**src/rtl/lockdet_pkg.sv**
```systemverilog
package lockdet_pkg;

  typedef enum logic [1:0] {
    MS_IDLE     = 2'd0,
    MS_REF_LEAD = 2'd1,
    MS_FB_LEAD  = 2'd2
  } meas_state_e;

  // Converts a time in picoseconds to whole sample-clock counts.
  function automatic int unsigned ps_to_counts(input int unsigned t_ps,
                                               input int unsigned sample_ps);
    return t_ps / sample_ps;
  endfunction

  // Number of consecutive good cycles needed for lock entry.
  function automatic int unsigned run_needed(input logic prec,
                                             input int unsigned short_run,
                                             input int unsigned long_run);
    return prec ? long_run : short_run;
  endfunction

endpackage

```
**src/rtl/lockdet_edge.sv**
```systemverilog
module lockdet_edge (
  input  logic clk,
  input  logic rst_n,
  input  logic pulse_i,
  output logic rise_o
);
  logic prev_q;

  always_ff @(posedge clk or negedge rst_n) begin
    if (!rst_n) prev_q <= 1'b0;
    else        prev_q <= pulse_i;
  end

  assign rise_o = pulse_i & ~prev_q;
endmodule

```
**src/rtl/lockdet_meter.sv**
```systemverilog
module lockdet_meter #(
  parameter int unsigned TIMEOUT_CNT = 40,
  parameter int unsigned ERR_W       = $clog2(TIMEOUT_CNT + 1)
) (
  input  logic             clk,
  input  logic             rst_n,
  input  logic             pwr_dn,
  input  logic             ref_rise,
  input  logic             fb_rise,
  output logic             meas_valid,
  output logic [ERR_W-1:0] meas_err
);
  import lockdet_pkg::*;

  localparam logic [ERR_W-1:0] TMO_L = ERR_W'(TIMEOUT_CNT);

  meas_state_e      state_q;
  logic [ERR_W-1:0] cnt_q;

  // Named internal events.
  logic partner_rise;
  logic timeout_hit;
  logic both_rise;

  assign both_rise    = ref_rise & fb_rise;
  assign partner_rise = (state_q == MS_REF_LEAD) ? fb_rise :
                        (state_q == MS_FB_LEAD)  ? ref_rise : 1'b0;
  assign timeout_hit  = (state_q != MS_IDLE) && !partner_rise && (cnt_q == TMO_L);

  always_ff @(posedge clk or negedge rst_n) begin
    if (!rst_n) begin
      state_q    <= MS_IDLE;
      cnt_q      <= '0;
      meas_valid <= 1'b0;
      meas_err   <= '0;
    end else if (pwr_dn) begin
      state_q    <= MS_IDLE;
      cnt_q      <= '0;
      meas_valid <= 1'b0;
      meas_err   <= '0;
    end else begin
      meas_valid <= 1'b0;
      case (state_q)
        MS_IDLE: begin
          if (both_rise) begin
            meas_valid <= 1'b1;
            meas_err   <= '0;
          end else if (ref_rise) begin
            state_q <= MS_REF_LEAD;
            cnt_q   <= ERR_W'(1);
          end else if (fb_rise) begin
            state_q <= MS_FB_LEAD;
            cnt_q   <= ERR_W'(1);
          end
        end
        default: begin
          if (partner_rise) begin
            meas_valid <= 1'b1;
            meas_err   <= cnt_q;
            state_q    <= MS_IDLE;
          end else if (timeout_hit) begin
            meas_valid <= 1'b1;
            meas_err   <= TMO_L;
            state_q    <= MS_IDLE;
          end else begin
            cnt_q <= cnt_q + ERR_W'(1);
          end
        end
      endcase
    end
  end

  AST_ERR_LIMIT: assert property (@(posedge clk) disable iff (!rst_n)
    meas_valid |-> (meas_err <= TMO_L)) else $error("meas_err above timeout");
  AST_WAIT_COUNT: assert property (@(posedge clk) disable iff (!rst_n)
    (state_q != MS_IDLE) |-> (cnt_q != '0 && cnt_q <= TMO_L)) else $error("wait count out of range");
  AST_TIMEOUT_CLOSES: assert property (@(posedge clk) disable iff (!rst_n)
    (timeout_hit && !pwr_dn) |=> (meas_valid && meas_err == TMO_L)) else $error("timeout did not close cycle");
  AST_SAME_EDGE_ZERO: assert property (@(posedge clk) disable iff (!rst_n)
    (state_q == MS_IDLE && both_rise && !pwr_dn) |=> (meas_valid && meas_err == '0)) else $error("coincident edges not zero");
endmodule

```
**src/rtl/lockdet_hyst.sv**
```systemverilog
module lockdet_hyst #(
  parameter int unsigned ENTRY_CNT = 15,
  parameter int unsigned EXIT_CNT  = 25,
  parameter int unsigned SHORT_RUN = 3,
  parameter int unsigned LONG_RUN  = 5,
  parameter int unsigned ERR_W     = 6,
  parameter int unsigned RUN_W     = $clog2(LONG_RUN + 1)
) (
  input  logic             clk,
  input  logic             rst_n,
  input  logic             pwr_dn,
  input  logic             prec_sel,
  input  logic             meas_valid,
  input  logic [ERR_W-1:0] meas_err,
  output logic             lock_o
);
  import lockdet_pkg::*;

  localparam logic [ERR_W-1:0] ENTRY_L = ERR_W'(ENTRY_CNT);
  localparam logic [ERR_W-1:0] EXIT_L  = ERR_W'(EXIT_CNT);

  logic [RUN_W-1:0] run_q;
  logic [RUN_W-1:0] run_inc;
  logic [RUN_W-1:0] need;

  // Named internal events.
  logic meas_good;
  logic meas_exit;
  logic run_done;

  assign need      = RUN_W'(run_needed(prec_sel, SHORT_RUN, LONG_RUN));
  assign meas_good = meas_valid && (meas_err < ENTRY_L);
  assign meas_exit = meas_valid && (meas_err > EXIT_L);
  assign run_inc   = run_q + RUN_W'(1);
  assign run_done  = meas_good && (run_inc >= need);

  always_ff @(posedge clk or negedge rst_n) begin
    if (!rst_n) begin
      lock_o <= 1'b0;
      run_q  <= '0;
    end else if (pwr_dn) begin
      lock_o <= 1'b0;
      run_q  <= '0;
    end else if (!lock_o) begin
      if (meas_valid) begin
        if (run_done) begin
          lock_o <= 1'b1;
          run_q  <= '0;
        end else if (meas_good) begin
          run_q <= run_inc;
        end else begin
          run_q <= '0;
        end
      end
    end else if (meas_exit) begin
      lock_o <= 1'b0;
      run_q  <= '0;
    end
  end

  AST_ENTRY_EARNED: assert property (@(posedge clk) disable iff (!rst_n)
    $rose(lock_o) |-> $past(meas_good)) else $error("lock rose without good cycle");
  AST_RUN_BELOW_NEED: assert property (@(posedge clk) disable iff (!rst_n)
    run_q < RUN_W'(LONG_RUN)) else $error("run count overflow");
  AST_EXIT_CAUSE: assert property (@(posedge clk) disable iff (!rst_n)
    $fell(lock_o) |-> ($past(pwr_dn) || $past(meas_exit))) else $error("lock fell without cause");
  AST_BAD_RESTARTS: assert property (@(posedge clk) disable iff (!rst_n)
    (!lock_o && meas_valid && !meas_good) |=> (run_q == '0 && !lock_o)) else $error("bad cycle kept run");
  AST_PD_CLEARS: assert property (@(posedge clk) disable iff (!rst_n)
    pwr_dn |=> (!lock_o && run_q == '0)) else $error("power-down did not clear");
endmodule

```
**src/rtl/pll_lock_detect.sv**
```systemverilog
module pll_lock_detect #(
  parameter int unsigned SAMPLE_PS   = 1000,
  parameter int unsigned ENTRY_PS    = 15000,
  parameter int unsigned EXIT_PS     = 25000,
  parameter int unsigned TIMEOUT_CNT = 40,
  parameter int unsigned SHORT_RUN   = 3,
  parameter int unsigned LONG_RUN    = 5
) (
  input  logic clk,
  input  logic rst_n,
  input  logic pwr_dn,
  input  logic ref_pulse,
  input  logic fb_pulse,
  input  logic prec_sel,
  input  logic mute_en,
  output logic lock,
  output logic out_en
);
  import lockdet_pkg::*;

  localparam int unsigned ENTRY_CNT = ps_to_counts(ENTRY_PS, SAMPLE_PS);
  localparam int unsigned EXIT_CNT  = ps_to_counts(EXIT_PS, SAMPLE_PS);
  localparam int unsigned ERR_W     = $clog2(TIMEOUT_CNT + 1);
  localparam int unsigned N_CH      = 2;

  logic [N_CH-1:0] pulse_vec;
  logic [N_CH-1:0] rise_vec;
  logic            ref_rise;
  logic            fb_rise;
  logic            meas_valid;
  logic [ERR_W-1:0] meas_err;

  assign pulse_vec = {fb_pulse, ref_pulse};

  for (genvar g = 0; g < N_CH; g++) begin : g_edge
    lockdet_edge u_edge (
      .clk     (clk),
      .rst_n   (rst_n),
      .pulse_i (pulse_vec[g]),
      .rise_o  (rise_vec[g])
    );
  end

  assign ref_rise = rise_vec[0];
  assign fb_rise  = rise_vec[1];

  lockdet_meter #(
    .TIMEOUT_CNT (TIMEOUT_CNT),
    .ERR_W       (ERR_W)
  ) u_meter (
    .clk        (clk),
    .rst_n      (rst_n),
    .pwr_dn     (pwr_dn),
    .ref_rise   (ref_rise),
    .fb_rise    (fb_rise),
    .meas_valid (meas_valid),
    .meas_err   (meas_err)
  );

  lockdet_hyst #(
    .ENTRY_CNT (ENTRY_CNT),
    .EXIT_CNT  (EXIT_CNT),
    .SHORT_RUN (SHORT_RUN),
    .LONG_RUN  (LONG_RUN),
    .ERR_W     (ERR_W)
  ) u_hyst (
    .clk        (clk),
    .rst_n      (rst_n),
    .pwr_dn     (pwr_dn),
    .prec_sel   (prec_sel),
    .meas_valid (meas_valid),
    .meas_err   (meas_err),
    .lock_o     (lock)
  );

  assign out_en = !pwr_dn && (!mute_en || lock);

  AST_MUTED_NEEDS_HISTORY: assert property (@(posedge clk) disable iff (!rst_n)
    (mute_en && out_en) |-> ($past(meas_valid) || $past(lock))) else $error("unmuted without lock history");
endmodule

```
**config.mk**
```make
export PLATFORM = sky130hd
export DESIGN_NAME = pll_lock_detect
export DESIGN_NICKNAME = d
export VERILOG_FILES = /design/src/rtl/lockdet_pkg.sv /design/src/rtl/lockdet_edge.sv /design/src/rtl/lockdet_meter.sv /design/src/rtl/lockdet_hyst.sv /design/src/rtl/pll_lock_detect.sv
export SDC_FILE = /design/constraint.sdc
export NUM_CORES = 1
export LEC_CHECK = 0
export CORE_UTILIZATION = 55
export CTS_CLUSTER_SIZE = 25
export DETAILED_ROUTE_END_ITERATION = 10
export GPL_ROUTABILITY_DRIVEN = 0
export PLACE_DENSITY = 0.76
export REMOVE_ABC_BUFFERS = 1
export SYNTH_ARGS = -nofsm -noshare
export SYNTH_HDL_FRONTEND = slang
export SYNTH_HIERARCHICAL = 1
export SYNTH_SLANG_ARGS = --single-unit
```
**constraint.sdc**
```tcl
create_clock -name clk -period 5 [get_ports clk]
set_input_delay 0.75 -clock clk [delete_from_list [all_inputs] [get_ports clk]]
set_output_delay 0.75 -clock clk [all_outputs]
set_load 0.01 [all_outputs]
```
==> results of run 1 <==
## flip-flops by register name (all words and copies together), names as in the netlist
signal                count
u_meter/meas_valid        1
u_meter/meas_err          6
u_hyst/lock_o             1
u_hyst/run_q              3
u_meter/cnt_q             6
u_meter/state_q           2
g_edge.u_edge/prev_q      2
## cell type report
cell class                 count  area [sq um]  area share [%]
timing repair buffer           8          80.1            5.83
inverter                      10          37.5            2.73
sequential                    21           526            38.3
clock inverter                 1          5.00           0.364
tap                           27          33.8            2.46
multi-input combinational     89           669            48.7
clock buffer                   3          22.5            1.64
## cell usage after synthesis, types with 2 or more instances
library cell	instances
a22o_1	5
clkbuf_1	2
nor2_1	11
a21oi_1	4
a32o_1	2
nor2b_4	2
nand3_1	3
and3_1	4
nor2b_1	2
inv_1	9
o21ai_1	2
a41oi_1	2
nand2_1	3
o21ai_0	3
o211ai_1	2
mux2i_1	2
nand4_1	3
a31oi_1	2
nand2b_1	4
ha_1	5
dfrtp_1	21
nand3b_1	2
## power by group through the flow
stage	clock, mW	combinational (mW)	sequential (mW)
5_1_grt	0.0910	0.0556	0.182
3_3_place_gp	0	0.0481	0.184
6_report	0.0802	0.0499	0.181
4_1_cts	0.0839	0.0501	0.181
3_5_place_dp	0	0.0496	0.184
2_1_floorplan	0	0.0318	0.183
## worst max path at each step
stage | from | endpoint | slack [ns] | cells after the start
after floorplan | fb_pulse | u_meter/cnt_q[3] | 3.07 | 5
after global placement | pwr_dn | out_en | 2.16 | 3
after detailed placement | pwr_dn | out_en | 2.10 | 3
after CTS | pwr_dn | out_en | 2.08 | 3
after global routing | pwr_dn | out_en | 2.02 | 3
final | pwr_dn | out_en | 2.08 | 3
## cell families after synthesis
group	share of synthesized area [%]
XOR/XNOR	0.706
flip-flops	42.4
buffers and inverters	3.63
AND/OR/NAND/NOR	23.6
AO/OA/AOI/OAI	22.1
multiplexers	2.52
adder cells (fa/ha/maj)	5.05
## layer usage
layer	global-route usage, %	share of wire (%)	vias up
li1	-	-	482
met1	31.3	47	481
met2	40.0	49	19
met3	5.56	3.7	2
met4	4.76	0.60	0
met5	0	0	-
## stage by stage
| step | total power [mW] | hold slack [ns] | setup WS, ns | std cells |
|---|---|---|---|---|
| floorplan | 0.215 | 0.454 | 3.07 | 120 |
| global placement | 0.233 | 0.477 | 2.16 | 155 |
| detailed placement | 0.234 | 0.488 | 2.10 | 155 |
| CTS | 0.315 | 0.512 | 2.08 | 159 |
| global route | 0.329 | 0.527 | 2.02 | 159 |
| finish | 0.311 | 0.511 | 2.08 | 159 |
==> results.sh, run 1 <==
export IMPL_status="complete, no violations"
export IMPL_coreArea_sq_um=2040
export IMPL_synth_area_sq_um=1240
export IMPL_p_int_mw=0.227
export IMPL_crit_buf_inv=2
export IMPL_worstHoldStart="u_hyst/run_q[0]"
export IMPL_finalSetupViolCount=0
export IMPL_antenna_cells=0
export IMPL_grt_ovfl_total=0
export IMPL_clk_latency_ns=0.30
export IMPL_cts_tree="built"
export IMPL_hold_path_end="u_hyst/run_q[0]"
export IMPL_cts_reportedPaths_clkPinSlew_ns=0.11
export IMPL_p_leak_nw=0.637
export IMPL_cts_sinks=21
export IMPL_setup_tns_final_ns=0
export IMPL_maxCapViolCount=0
export IMPL_rows=16
export IMPL_io_buffers=8
export IMPL_synth_top_cells_by_area="dfrtp_1 42%, ha_1 5.0%, a22o_1 3.5%"
export IMPL_clkPwrFrac_pct=25.8
export IMPL_syn2layout_area_growth_pct=10.8
export IMPL_postRouteAntennaNets=0
export IMPL_io_pins=9
export IMPL_final_common_cell="dfrtp_1"
export IMPL_worstMarginPinSlew_ns=0.917
export IMPL_postCtsSetupBuffers=0
export IMPL_wl_per_cell_um=15.6
export IMPL_cts_root_buf="clkbuf_4"
export IMPL_placed_area_sq_um=1350
export IMPL_drt_iter0_drc=26
export IMPL_synth_top_flop_cell="dfrtp_1"
export IMPL_max_stage_delay_ns=0.64
export IMPL_synthArstFlopShare_pct=100
export IMPL_die_height_um=49.5
export IMPL_cts_inserted_buffers=3
export IMPL_grt_total_usage_pct=23.8
export IMPL_ff2ff_path_depth=7
export IMPL_yosysWarnings=6
export IMPL_yosysUniqueCellTypes=49
export IMPL_worstReg2RegStart="u_hyst/run_q[0]"
export IMPL_first_global_vias=980
export IMPL_design_area_sq_um=1370
export IMPL_max_clock_freq_mhz=343
export IMPL_start_util_pct=60.7
export IMPL_worstPathRequired_ns=4.25
export IMPL_die_w_um=49.5
export IMPL_critPathKind="in2out"
export IMPL_drt_first_pass_iters=4
export IMPL_drc=0
export IMPL_synth_seq_cells=21
export IMPL_num_vias=984
export IMPL_yosys_area_top_type="dfrtp_1"
export IMPL_final_core_util_pct=67.3
export IMPL_syn_area_per_cell_sq_um=10.2
export IMPL_critPathTopFamily="buffers and inverters"
export IMPL_r2r_end="u_hyst/lock_o"
export IMPL_antenna_found_initial=0
export IMPL_dp_hpwl_mm=1.85
export IMPL_fin_crit_sh_pct=58.3
export IMPL_synth_cells=122
export IMPL_peakVddDrop_mv=0.193
export IMPL_ctsResizeCount=0
export IMPL_period_needed_ns=2.92
export IMPL_crit_chain="clkdlybuf4s50_1 -> a21oi_2 -> clkdlybuf4s50_1"
export IMPL_cts_hold_buf=0
export IMPL_hold_class="reg2reg"
export IMPL_final_cell_mix="21 x dfrtp_1, 11 x nor2_1, 9 x inv_1"
export IMPL_start_kind="primary input"
export IMPL_via_per_inst=6.19
export IMPL_seq_power_share_pct=58.2
export IMPL_wl_mm=2.48
export IMPL_switching_share_pct=27.2
export IMPL_end_kind="output pin"
export IMPL_p_switching_mw=0.0847
export IMPL_slowest_stage="clkdlybuf4s50_1"
export IMPL_synth_top_cell_area_share_pct=42.4
export IMPL_synth_edf_count=0
export IMPL_slew_violations=0
export IMPL_r2r_setup_slack_ns=3.02
export IMPL_grt_max_degree=22
export IMPL_clock_skew_ns=0.00559
export IMPL_combPwrFrac_pct=16.0
export IMPL_cts_buffer_depth=2
export IMPL_max_slew_margin_rel_pct=38.7
export IMPL_crit_path_frequent_cell="clkdlybuf4s50_1"
export IMPL_grt_pass1_wl_mm=4.45
export IMPL_die_area_sq_um=2450
export IMPL_layout_drive_gt1_share_pct=12.9
export IMPL_synth_seq_area_share_pct=42.4
export IMPL_rsz0062_at_grt="false"
export IMPL_arrival_ns=2.17
export IMPL_hold_depth=1
export IMPL_powerDensity_nw_per_um2=227
export IMPL_crit_fanout=13
export IMPL_fill_cells=179
export IMPL_ctsHtreeMaxLevel=1
export IMPL_fin_nets=145
export IMPL_hold_violations=0
Note: power is estimated with default switching activity, not from simulation.
==> run 2, diff against run 1 <==
--- a/config.mk
+++ b/config.mk
@@ -5,11 +5,11 @@
 export SDC_FILE = /design/constraint.sdc
 export NUM_CORES = 1
 export LEC_CHECK = 0
-export CORE_UTILIZATION = 55
+export CORE_UTILIZATION = 51
 export CTS_CLUSTER_SIZE = 25
 export DETAILED_ROUTE_END_ITERATION = 10
 export GPL_ROUTABILITY_DRIVEN = 0
-export PLACE_DENSITY = 0.76
+export PLACE_DENSITY = 0.75
 export REMOVE_ABC_BUFFERS = 1
 export SYNTH_ARGS = -nofsm -noshare
 export SYNTH_HDL_FRONTEND = slang
==> constraint.sdc (replaced) <==
create_clock -name clk -period 2.51 [get_ports clk]
set_input_delay 0.3765 -clock clk [delete_from_list [all_inputs] [get_ports clk]]
set_output_delay 0.3765 -clock clk [all_outputs]
set_load 0.01 [all_outputs]
==> run 2 against run 1 <==
Against the previous run: clock skew up 0.00053 ns; non-clock buffer count up 2; clock power increased by 97%; first-iteration DRC count rose by 12%; largest cell class unchanged; routed wire length fell by 6.5%; total power rose by 99%; largest power group unchanged.
==> results.sh, run 2 (synthesized netlist as in run 1, its figures left out) <==
export IMPL_postCtsSetupBuffers=0
export IMPL_antenna_cells=0
export IMPL_powerDensity_nw_per_um2=446
export IMPL_io_pins=9
export IMPL_max_slew_margin_rel_pct=65.0
export IMPL_slew_violations=0
export IMPL_peakVddDrop_mv=0.347
export IMPL_cts_inserted_buffers=3
export IMPL_p_leak_nw=0.647
export IMPL_critPathKind="in2out"
export IMPL_postRouteAntennaNets=0
export IMPL_hold_ws_ns=0.396
export IMPL_antenna_found_initial=0
export IMPL_clock_skew_ns=0.00612
export IMPL_start_util_pct=55.0
export IMPL_die_w_um=51.3
export IMPL_clk_latency_ns=0.30
export IMPL_final_common_cell="dfrtp_1"
export IMPL_die_area_sq_um=2630
export IMPL_cts_sinks=21
export IMPL_coreArea_sq_um=2250
export IMPL_drt_iter0_drc=29
export IMPL_use_met2_pct=35.7
export IMPL_cts_root_buf="clkbuf_4"
export IMPL_ctsResizeCount=0
export IMPL_via_per_inst=5.99
export IMPL_slowest_stage="clkdlybuf4s50_1"
export IMPL_io_buffers=8
export IMPL_grt_ovfl_total=0
export IMPL_rsz0062_at_grt="false"
export IMPL_grt_use_met1_pct=27.9
export IMPL_cts_reportedPaths_clkPinSlew_ns=0.11
export IMPL_worstPathRequired_ns=2.13
export IMPL_dp_hpwl_mm=1.73
export IMPL_stdcell_count=162
export IMPL_design_area_sq_um=1390
export IMPL_drt_first_pass_iters=4
export IMPL_ctsHtreeMaxLevel=1
export IMPL_end_kind="output pin"
export IMPL_period_needed_ns=2.08
export IMPL_setup_tns_final_ns=0
export IMPL_crit_buf_inv=2
export IMPL_grt_pass1_wl_mm=4.16
export IMPL_placed_area_sq_um=1360
export IMPL_wl_mm=2.32
export IMPL_arrival_ns=1.70
export IMPL_crit_chain="clkdlybuf4s50_1 -> a21oi_2 -> clkdlybuf4s50_1"
export IMPL_first_global_vias=937
export IMPL_grt_total_usage_pct=21.8
export IMPL_syn2layout_area_growth_pct=12.1
export IMPL_layout_drive_gt1_share_pct=14.2
export IMPL_num_vias=971
export IMPL_hold_violations=0
export IMPL_max_stage_delay_ns=0.59
export IMPL_cts_tree="built"
export IMPL_fin_nets=147
export IMPL_start_kind="primary input"
export IMPL_drc=0
export IMPL_critPathTopFamily="buffers and inverters"
export IMPL_r2r_setup_slack_ns=0.55
export IMPL_grt_max_degree=22
export IMPL_largestRegisters="u_meter/cnt_q (6), u_meter/meas_err (6), u_hyst/run_q (3)"
export IMPL_finalSetupViolCount=0
export IMPL_cts_hold_buf=0
export IMPL_hold_class="in2async"
export IMPL_maxCapViolCount=0
export IMPL_crit_path_frequent_cell="clkdlybuf4s50_1"
export IMPL_rows=17
export IMPL_cts_buffer_depth=2
export IMPL_fin_crit_sh_pct=82.7
export IMPL_final_cell_mix="21 x dfrtp_1, 11 x nor2_1, 9 x inv_1"
export IMPL_status="complete, no violations"
export IMPL_max_clock_freq_mhz=482
export IMPL_crit_fanout=8
export IMPL_worstMarginPinSlew_ns=0.522
export IMPL_place_inst=158
export IMPL_die_height_um=51.3
export IMPL_place_ws_ns=0.393
export IMPL_grtUsageMet3_pct=6.25
export IMPL_wl_per_cell_um=14.3
export IMPL_grt_busiest_layer="met2"
export IMPL_setup_ws_ns=0.435
[run 2: cell count changes in the layout (fill, tap and decap cells not counted), sizes merged]
| cell | previous run | this run |
|---|---|---|
| buf | 0 | 2 |
[run 2: layout make-up]
cell class,count,area [sq um]
inverters,10,37.5
fillers,187,865
well taps,28,35.0
repair buffers,10,95.1
clock buffers,3,22.5
clock inverters,1,5.00
flip-flops and latches,21,526
multi-input cells,89,669
[run 2: through the flow]
stage                     power (mW)  util, %
after floorplan                0.428        -
after global placement         0.464     60.4
after detailed placement       0.467     60.4
after CTS                      0.633     61.7
after global routing           0.663     61.7
final                          0.619     61.7
[run 2: final timing paths]
| check | startpoint | end | cells past startpoint |
|---|---|---|---|
| max reg2reg | u_hyst/run_q[0] | u_hyst/lock_o | 7 |
| min reg2reg | u_hyst/run_q[0] | u_hyst/run_q[0] | 1 |
| min in group clk | u_hyst/run_q[0] | u_hyst/run_q[0] | 1 |
| min | rst_n | u_meter/meas_err[2] | 2 |
| max | pwr_dn | out_en | 3 |
| max in group asynchronous | rst_n | u_meter/state_q[1] | 2 |
[run 2: report_power, final]
part | internal (mW) | switching, mW
clock network | 0.0595 | 0.0989
logic | 0.0466 | 0.0534
registers | 0.348 | 0.0134
[run 2: layer usage]
metal | routed length, um | up-vias
met3 | 119 | 2
met4 | 17 | 0
met5 | 0 | -
met2 | 1130 | 24
met1 | 1050 | 463
li1 | - | 482
==> run 3, diff against run 2 <==
--- a/config.mk
+++ b/config.mk
@@ -5,11 +5,11 @@
 export SDC_FILE = /design/constraint.sdc
 export NUM_CORES = 1
 export LEC_CHECK = 0
-export CORE_UTILIZATION = 51
+export CORE_UTILIZATION = 55
 export CTS_CLUSTER_SIZE = 25
 export DETAILED_ROUTE_END_ITERATION = 10
 export GPL_ROUTABILITY_DRIVEN = 0
-export PLACE_DENSITY = 0.75
+export PLACE_DENSITY = 0.76
 export REMOVE_ABC_BUFFERS = 1
 export SYNTH_ARGS = -nofsm -noshare
 export SYNTH_HDL_FRONTEND = slang
==> constraint.sdc (replaced) <==
create_clock -name clk -period 2.1 [get_ports clk]
set_input_delay 0.315 -clock clk [delete_from_list [all_inputs] [get_ports clk]]
set_output_delay 0.315 -clock clk [all_outputs]
set_load 0.01 [all_outputs]
==> run 3 against run 2 <==
Against the previous run: clock power grew 28%; critical path depth grew 4; routed wire length grew 17%; first-iteration DRC count grew 14%; total power grew 23%; highest routed layer unchanged.
==> results.sh, run 3 (synthesized netlist as in run 1, its figures left out) <==
export IMPL_clock_skew_ns=0.0151
export IMPL_maxCapViolCount=0
export IMPL_cts_hold_buf=0
export IMPL_finalSetupViolCount=0
export IMPL_largestRegisters="u_meter/cnt_q (6), u_meter/meas_err (6), u_hyst/run_q (3)"
export IMPL_arrival_ns=2.19
export IMPL_design_area_sq_um=1420
export IMPL_grt_ovfl_total=0
export IMPL_p_leak_nw=0.668
export IMPL_drt_first_pass_iters=4
export IMPL_regArea_sq_um=526
export IMPL_slew_violations=0
export IMPL_grt_pass1_wl_mm=4.57
export IMPL_cts_buffer_depth=2
export IMPL_first_global_vias=1027
export IMPL_cts_tree="built"
export IMPL_worstPathRequired_ns=2.32
export IMPL_final_cell_mix="21 x dfrtp_1, 11 x nor2_1, 9 x inv_1"
export IMPL_fin_crit_sh_pct=93.5
export IMPL_crit_fanout=5
export IMPL_peakVddDrop_mv=0.387
export IMPL_multi_input_area_sq_um=669
export IMPL_rsz0062_at_grt="false"
export IMPL_fin_nets=151
export IMPL_io_buffers=8
export IMPL_dp_hpwl_mm=1.95
export IMPL_worstMarginPinSlew_ns=0.456
export IMPL_status="complete, no violations"
export IMPL_grt_max_degree=22
export IMPL_period_needed_ns=1.96
export IMPL_postCtsSetupBuffers=0
export IMPL_cts_reportedPaths_clkPinSlew_ns=0.13
export IMPL_cts_sinks=21
export IMPL_wl_mm=2.71
export IMPL_die_w_um=49.5
export IMPL_drc=0
export IMPL_powerDensity_nw_per_um2=538
export IMPL_critPathKind="reg2reg"
export IMPL_final_common_cell="dfrtp_1"
export IMPL_rows=16
export IMPL_max_clock_freq_mhz=509
export IMPL_num_vias=1026
export IMPL_hold_class="in2async"
export IMPL_start_util_pct=60.7
export IMPL_cts_root_buf="clkbuf_4"
export IMPL_drt_iter0_drc=33
export IMPL_end_kind="register"
export IMPL_layout_drive_gt1_share_pct=16.7
export IMPL_critical_path_startpoint="u_hyst/run_q[0]"
export IMPL_cts_inserted_buffers=3
export IMPL_wl_per_cell_um=16.4
export IMPL_via_per_inst=6.22
export IMPL_io_pins=9
export IMPL_max_slew_margin_rel_pct=69.5
export IMPL_setup_tns_final_ns=0
export IMPL_hold_violations=0
export IMPL_worstReg2RegStart="u_hyst/run_q[0]"
export IMPL_antenna_found_initial=0
export IMPL_die_area_sq_um=2450
export IMPL_placed_area_sq_um=1370
export IMPL_syn2layout_area_growth_pct=14.4
export IMPL_ctsResizeCount=0
export IMPL_postRouteAntennaNets=0
export IMPL_ctsHtreeMaxLevel=1
export IMPL_start_kind="register"
export IMPL_fill_cells=161
export IMPL_die_height_um=49.5
export IMPL_coreArea_sq_um=2040
export IMPL_grt_total_usage_pct=25.0
export IMPL_antenna_cells=0
export IMPL_clk_latency_ns=0.32
## run 3: changes by cell type in the layout (fill, tap and decap cells not counted)
cell / change
buf_4: +4
## run 3: area by class of cell
type | count | area share, %
Clock buffer | 3 | 1.59
Clock inverter | 1 | 0.353
Inverter | 10 | 2.65
Multi-Input combinational cell | 89 | 47.2
Sequential cell | 21 | 37.0
Tap cell | 27 | 2.38
Timing Repair Buffer | 14 | 8.82
## run 3: layer usage
metal | routed length [um] | part of all wire, % | GRT usage [%] | vias up
met5 | 0 | 0 | 0 | -
met4 | 44 | 1.6 | 11.4 | 0
met3 | 107 | 3.9 | 4.01 | 5
met2 | 1350 | 50 | 43.6 | 37
met1 | 1210 | 45 | 30.2 | 497
li1 | - | - | - | 487
## run 3: critical path: stages, from the launching register on
cell      delay, ns
dfrtp_1        0.40
ha_1           0.24
xor2_1         0.16
ha_1           0.30
and3b_1        0.20
a211oi_4       0.33
inv_2          0.05
a32o_1         0.21
## run 3: worst paths after layout
check	slack [ns]	depth (start not counted)	to
min in group clk	0.46	1	g_edge[0].u_edge/prev_q
max	0.14	7	u_hyst/lock_o
min reg2reg	0.52	1	u_hyst/run_q[2]
max in group asynchronous	1.54	2	u_hyst/run_q[0]
min	0.33	2	u_hyst/run_q[2]
max reg2reg	0.14	7	u_hyst/lock_o
## run 3: per-stage QoR
stage,util [%],cells,power (mW),hold WS [ns],setup slack (ns)
5_1_grt,69.5,165,0.799,0.345,0.00412
6_report,69.5,165,0.763,0.331,0.136
2_1_floorplan,-,120,0.511,0.0194,0.255
4_1_cts,68.4,162,0.761,0.342,0.0987
3_3_place_gp,67.0,158,0.559,0.479,0.0841
3_5_place_dp,67.0,158,0.563,0.496,0.00718
## run 3: report_power, final
part           internal (mW)  switching, mW
Combinational         0.0609         0.0698
Clock                 0.0713          0.130
Sequential             0.416         0.0156
Total                  0.548          0.216
